File: config.mk
export PLATFORM = sky130hd
export DESIGN_NAME = page_load_buf
export DESIGN_NICKNAME = d
export VERILOG_FILES = /design/src/rtl/pld_pkg.sv /design/src/rtl/pld_edge_det.sv /design/src/rtl/pld_gap_timer.sv /design/src/rtl/pld_slot_store.sv /design/src/rtl/page_load_buf.sv
export SDC_FILE = /design/constraint.sdc
export NUM_CORES = 1
export LEC_CHECK = 0
export BUFFER_PORTS_ARGS = -buffer_cell sky130_fd_sc_hd__buf_2
export CORE_AREA = 2 2 426 428
export DETAILED_ROUTE_END_ITERATION = 7
export DIE_AREA = 0 0 428 430
export GPL_TIMING_DRIVEN = 0
export PLACE_DENSITY = 0.53
export SYNTH_ARGS = -nofsm -noshare
export SYNTH_HDL_FRONTEND = slang
export SYNTH_SLANG_ARGS = --single-unit
File: constraint.sdc
create_clock -name clk -period 3.5 [get_ports clk]
set_input_delay 0.7 -clock clk [delete_from_list [all_inputs] [get_ports clk]]
set_output_delay 0.7 -clock clk [all_outputs]
set_load 0.01 [all_outputs]
File: src/rtl/pld_pkg.sv
package pld_pkg;
  typedef enum logic [1:0] {
    ST_IDLE = 2'd0,
    ST_OPEN = 2'd1,
    ST_LOAD = 2'd2
  } pld_state_e;
endpackage

File: src/rtl/pld_edge_det.sv
// Registers the strobe and reports its two edges, qualified for a load.
module pld_edge_det (
  input  logic clk,
  input  logic rst_n,
  input  logic ce_n,
  input  logic oe_n,
  output logic fall_ok,
  output logic rise
);
  logic ce_q;

  always_ff @(posedge clk or negedge rst_n) begin
    if (!rst_n) ce_q <= 1'b1;
    else        ce_q <= ce_n;
  end

  assign fall_ok = ce_q & ~ce_n & oe_n;
  assign rise    = ~ce_q & ce_n;
endmodule

File: src/rtl/pld_gap_timer.sv
// Counts edges since the last restart; reports the gap limit and expiry.
module pld_gap_timer #(
  parameter int GAP_MAX  = 3000,
  parameter int IDLE_MAX = 10000
) (
  input  logic clk,
  input  logic rst_n,
  input  logic restart,
  input  logic run,
  output logic late,
  output logic expire
);
  localparam int CW = $clog2(IDLE_MAX + 1);
  localparam logic [CW-1:0] GAP_L = CW'(GAP_MAX);
  localparam logic [CW-1:0] END_L = CW'(IDLE_MAX - 1);

  logic [CW-1:0] cnt_q;

  always_ff @(posedge clk or negedge rst_n) begin
    if (!rst_n)              cnt_q <= '0;
    else if (restart)        cnt_q <= '0;
    else if (run && !expire) cnt_q <= cnt_q + 1'b1;
  end

  assign late   = (cnt_q >= GAP_L);
  assign expire = (cnt_q == END_L);
endmodule

File: src/rtl/pld_slot_store.sv
// One word register and one valid bit per slot; unloaded slots read erased.
module pld_slot_store #(
  parameter int WORD_W  = 16,
  parameter int SLOT_AW = 6
) (
  input  logic                              clk,
  input  logic                              rst_n,
  input  logic                              clear,
  input  logic                              wr,
  input  logic [SLOT_AW-1:0]                wr_slot,
  input  logic [WORD_W-1:0]                 wr_data,
  output logic [(1<<SLOT_AW)*WORD_W-1:0]    page_data
);
  localparam int SLOTS = 1 << SLOT_AW;

  for (genvar i = 0; i < SLOTS; i++) begin : g_slot
    logic              vld_q;
    logic [WORD_W-1:0] word_q;
    logic              hit;

    assign hit = wr && (wr_slot == SLOT_AW'(i));

    always_ff @(posedge clk or negedge rst_n) begin
      if (!rst_n)     vld_q <= 1'b0;
      else if (clear) vld_q <= 1'b0;
      else if (hit)   vld_q <= 1'b1;
    end

    always_ff @(posedge clk) begin
      if (hit) word_q <= wr_data;
    end

    assign page_data[i*WORD_W +: WORD_W] = vld_q ? word_q : {WORD_W{1'b1}};
  end
endmodule

File: src/rtl/page_load_buf.sv
module page_load_buf
  import pld_pkg::*;
#(
  parameter int ADDR_W   = 20,
  parameter int WORD_W   = 16,
  parameter int SLOT_AW  = 6,
  parameter int GAP_MAX  = 3000,
  parameter int IDLE_MAX = 10000
) (
  input  logic                                clk,
  input  logic                                rst_n,
  input  logic                                arm,
  input  logic                                ce_n,
  input  logic                                oe_n,
  input  logic [ADDR_W-1:0]                   addr,
  input  logic [WORD_W-1:0]                   din,
  output logic                                win_open,
  output logic                                page_err,
  output logic                                late_err,
  output logic                                commit,
  output logic [ADDR_W-SLOT_AW-1:0]           commit_page,
  output logic [(1<<SLOT_AW)*WORD_W-1:0]      commit_data
);
  localparam int PAGE_W = ADDR_W - SLOT_AW;

  function automatic logic [PAGE_W-1:0] page_of(input logic [ADDR_W-1:0] a);
    return a[ADDR_W-1:SLOT_AW];
  endfunction

  function automatic logic [SLOT_AW-1:0] slot_of(input logic [ADDR_W-1:0] a);
    return a[SLOT_AW-1:0];
  endfunction

  pld_state_e        state_q;
  logic              got_first_q;
  logic [PAGE_W-1:0] page_q;
  logic [SLOT_AW-1:0] slot_q;
  logic              page_err_q, late_err_q, commit_q;

  // named internal events
  logic ev_fall_ok, ev_rise;
  logic tmr_late, tmr_expire;
  logic in_open, page_hit;
  logic ev_accept, ev_rej_page, ev_rej_late, ev_store, ev_timeout, ev_commit;

  pld_edge_det u_edge (
    .clk     (clk),
    .rst_n   (rst_n),
    .ce_n    (ce_n),
    .oe_n    (oe_n),
    .fall_ok (ev_fall_ok),
    .rise    (ev_rise)
  );

  assign in_open  = (state_q == ST_OPEN);
  assign page_hit = !got_first_q || (page_of(addr) == page_q);

  assign ev_accept   = in_open && ev_fall_ok && page_hit && !(got_first_q && tmr_late) && !arm;
  assign ev_rej_page = in_open && ev_fall_ok && !page_hit && !arm;
  assign ev_rej_late = in_open && ev_fall_ok && page_hit && got_first_q && tmr_late && !arm;
  assign ev_store    = (state_q == ST_LOAD) && ev_rise && !arm;
  assign ev_timeout  = in_open && tmr_expire && !ev_accept && !arm;
  assign ev_commit   = ev_timeout && got_first_q;

  pld_gap_timer #(
    .GAP_MAX  (GAP_MAX),
    .IDLE_MAX (IDLE_MAX)
  ) u_timer (
    .clk     (clk),
    .rst_n   (rst_n),
    .restart (arm || ev_store),
    .run     (in_open),
    .late    (tmr_late),
    .expire  (tmr_expire)
  );

  pld_slot_store #(
    .WORD_W  (WORD_W),
    .SLOT_AW (SLOT_AW)
  ) u_store (
    .clk       (clk),
    .rst_n     (rst_n),
    .clear     (arm),
    .wr        (ev_store),
    .wr_slot   (slot_q),
    .wr_data   (din),
    .page_data (commit_data)
  );

  always_ff @(posedge clk or negedge rst_n) begin
    if (!rst_n) begin
      state_q     <= ST_IDLE;
      got_first_q <= 1'b0;
      page_q      <= '0;
      slot_q      <= '0;
      page_err_q  <= 1'b0;
      late_err_q  <= 1'b0;
      commit_q    <= 1'b0;
    end else begin
      commit_q <= ev_commit;
      if (arm) begin
        state_q     <= ST_OPEN;
        got_first_q <= 1'b0;
        page_err_q  <= 1'b0;
        late_err_q  <= 1'b0;
      end else begin
        if (ev_rej_page) page_err_q <= 1'b1;
        if (ev_rej_late) late_err_q <= 1'b1;
        unique case (state_q)
          ST_OPEN: begin
            if (ev_accept) begin
              state_q     <= ST_LOAD;
              slot_q      <= slot_of(addr);
              got_first_q <= 1'b1;
              if (!got_first_q) page_q <= page_of(addr);
            end else if (ev_timeout) begin
              state_q <= ST_IDLE;
            end
          end
          ST_LOAD: if (ev_store) state_q <= ST_OPEN;
          default: state_q <= ST_IDLE;
        endcase
      end
    end
  end

  assign win_open    = (state_q != ST_IDLE);
  assign page_err    = page_err_q;
  assign late_err    = late_err_q;
  assign commit      = commit_q;
  assign commit_page = page_q;
endmodule

==> summary.txt <==
Clock network
  • CTS tree: done
  • Clock Sinks: 1,129
  • Clk root buf: clkbuf_16
  • # H-tree levels: 3
  • Clock insertion delay at the later pin of the skew report: 0.80 ns
  • Clk buf depth: 3
  • Clk slew on worst S/H paths: 0.06 ns
  • CTS Buf Count: 121

Yosys
  • Post-synthesis compound-gate area fraction: 0.01335
  • Netlist Area Pre-Place: 42,180 um^2
  • Mux cell area share after synthesis: 0.005873
  • Post-Synth Simple-Gate Area: 0.1681
  • Synth area leaders: edfxtp_1 73%, nand2b_1 15%, dfrtp_1 6.2%, o22ai_1 0.96%, clkbuf_1 0.78%
  • Syn_nets: 2,653
  • Post-synth EDFFs: 1,024
  • Sequential share of the synthesized area: 0.7913
  • Largest family of logic cells by synthesized area: simple AND/OR/NAND/NOR gates
  • Synthesized area per cell: 16.18 um^2
  • Yosys top cell area share: 0.7290
  • Fraction of registers with async set/reset: 0.09300
  • Prevailing post-synth register cell: edfxtp_1
  • Synth cell types: 43
  • Synth Register Bits: 1,129
  • Post-Syn Instances: 2,607
  • Yosys warns: 0
  • Post-Synth XOR/XNOR Area: 0.004983
  • Post-Synth Adder-Cell Area: 0.001483
  • Largest area contributor in the netlist: edfxtp_1

Setup path
  • CP Capture Type: register
  • Reg2reg start: state_q[0]
  • Worst setup SP type: register
  • Worst-case reg-to-reg path depth: 6
  • CP arrival: 3.81 ns
  • Worst Setup Path Type: register to register
  • CP Max Fanout: 16
  • CP required: 3.88 ns
  • Worst Setup EP: u_store.g_slot[19].word_q[13]
  • Reg-to-reg endpoint: u_store.g_slot[19].word_q[13]
  • Worst R2R Setup Slack: 0.06 ns
  • Crit path from: state_q[0]

Hold path
  • Worst hold path class: input pin to register
  • Hold_sp: ce_n

GRT
  • GR Overflow Total: 0
  • Largest net degree at the start of global routing: 64
  • First-pass GRT wire length: 219.0 mm
  • Initial antenna violation count: 17
  • Vias in the first global route: 25,327
  • Total track usage: 0.1744

Floorplan
  • Die ar.: 184,000 um^2
  • Initial Util: 0.2346
  • FP Rows: 156
  • Core region area: 179,800 um^2
  • Die span in y: 430 um
  • I/O pins: 1,083
  • Chip width: 428 um

Placement
  • DP HPWL: 117.0 mm
  • Placer Congestion: 0.7901
  • Port bufs: 1,081
  • Dpl ws: -1.711 ns
  • DP Cell Count: 6,092

Timing
  • Worst slew margin: 0.09634
  • Final critical-path required period: 3.435 ns
  • Final TNS setup: 0 ns
  • Max frequency: 0.2911 GHz
  • RSZ-0062 raised after global routing: true
  • Final setup viols: 0
  • Pins Over Slew Limit: 0
  • Final hold vios: 0
  • Final period utilization: 0.9816
  • Post-route setup slack: 0.06457 ns
  • Clk_skew: 0.06625 ns
  • Slew of the pin with the lowest slew margin: 1.355 ns

Layout
  • Commonest non-fill, non-tap cells in the layout: 1,066 x buf_2, 1,027 x nand2b_1, 1,024 x edfxtp_1
  • P&R area growth vs syn: 33.75%
  • Share of cells above drive strength 1: 0.3633
  • Non-filler cells, final: 6,350
  • Fin nets: 3,909
  • Commonest non-fill, non-tap cell in the layout: buf_2

Detailed routing
  • Pre-antenna DRT Iters: 5
  • DRC Markers: 0
  • 1st-iter DRT viols: 2,563
  • Met2 routed WL: 86.35 mm
  • WL per Instance: 26.34 um
  • Met3 WL: 11.94 mm
  • DR vias: 26,612
  • Max layer used: met5
  • WL final: 167.2 mm
  • Wl on met1: 64.00 mm
  • Vias per cell: 4.191
  • ANT nets after route: 0

Power and ir drop
  • Power Density: 527.1 nW/um^2
  • Maximum vdd drop: 0.5160 mV
  • Leak: 17.29 nW

Run
  • Maxcap violations: 0

Run status
  • Status: complete, no violations
## worst min-delay path by stage
stage,to,slack [ns],cells after the start
global route,u_edge.ce_q,0.07,1
global placement,late_err,0.48,2
finish,u_edge.ce_q,0.14,1
floorplan,commit,0.40,0
CTS,u_edge.ce_q,0.04,1
detailed placement,late_err,0.49,2
## cell usage after synthesis (all sizes together), types with 3 or more instances
| library cell | n |
|---|---|
| mux2 | 20 |
| clkbuf | 88 |
| dfrtp | 104 |
| buf | 3 |
| nand2 | 24 |
| inv | 74 |
| nand2b | 1027 |
| nand4 | 9 |
| and2 | 3 |
| xnor2 | 15 |
| ha | 5 |
| or3 | 4 |
| and3 | 3 |
| o22ai | 65 |
| o21ai | 7 |
| xor2 | 9 |
| nor2 | 83 |
| edfxtp | 1024 |
| nand3 | 7 |
| a21oi | 6 |
## final cells by class
type / instances / area, um^2
Antenna cell: 8 / 20.02
Tap cell: 2370 / 2965
Inverter: 74 / 277.8
Clock inverter: 75 / 953.4
Clock buffer: 157 / 3274
Multi-Input combinational cell: 1313 / 8656
Timing Repair Buffer: 1133 / 6519
Fill cell: 17983 / 123400
Buffer: 91 / 372.9
Sequential cell: 1129 / 33380
## metal layers
layer / global-route usage / vias to the layer above
met5: 0 / -
met4: 0.06273 / 2
met3: 0.04356 / 229
met2: 0.3064 / 1172
met1: 0.2058 / 13563
li1: - / 11646
## critical path, cell delays in order, from the launching register on
cell	delay, ns
dfrtp_1	0.41
inv_1	0.09
ha_1	0.25
nor4bb_4	0.49
and3_1	0.40
nand2_1	0.53
nor2_2	0.87
## power breakdown
part           switching, mW  internal (mW)  total [mW]
clock                   5.66           7.84        13.5
sequential            0.0830           14.8        14.8
combinational           1.10          0.283        1.38
total                   6.84           22.9        29.7
## metrics by stage
| stage | util | hold slack [ns] | total power, mW | area [um^2] |
|---|---|---|---|---|
| 2_1_floorplan | - | 0.4044 | 15.41 | 42180 |
| 3_3_place_gp | 0.2812 | 0.4819 | 16.39 | 50560 |
| 3_5_place_dp | 0.2862 | 0.4880 | 16.49 | 51460 |
| 4_1_cts | 0.3121 | 0.03939 | 30.06 | 56110 |
| 5_1_grt | 0.3138 | 0.06953 | 30.56 | 56410 |
| 6_report | 0.3138 | 0.1356 | 29.74 | 56420 |
## cells by family after synthesis
kind of cell / after synthesis
compound gates: 89
xor+xnor: 24
fa+ha+maj: 5
buf+inv: 165
flops: 1129
mux: 20
simple gates: 1175
## state kept, by name, summed over array words and instances (netlist names)
register               cells
slot_q                     6
late_err                   1
page_err                   1
u_store.g_slot.vld_q      64
u_edge.ce_q                1
got_first_q                1
commit_page               14
u_store.g_slot.word_q   1024
u_timer.cnt_q             14
state_q                    2
commit                     1
## timing repair
| action | in CTS | in global routing |
|---|---|---|
| cloned | 0 | 0 |
| endpoints found under the hold margin | 62 | 0 |
| gates resized for setup | 99 | 9 |
| endpoints found under the setup margin | 987 | 543 |
| pin swaps | 3 | 16 |
| hold buffers | 1 | 0 |
| setup buffers | 4 | 13 |
Power figures use the tool's default switching activity.
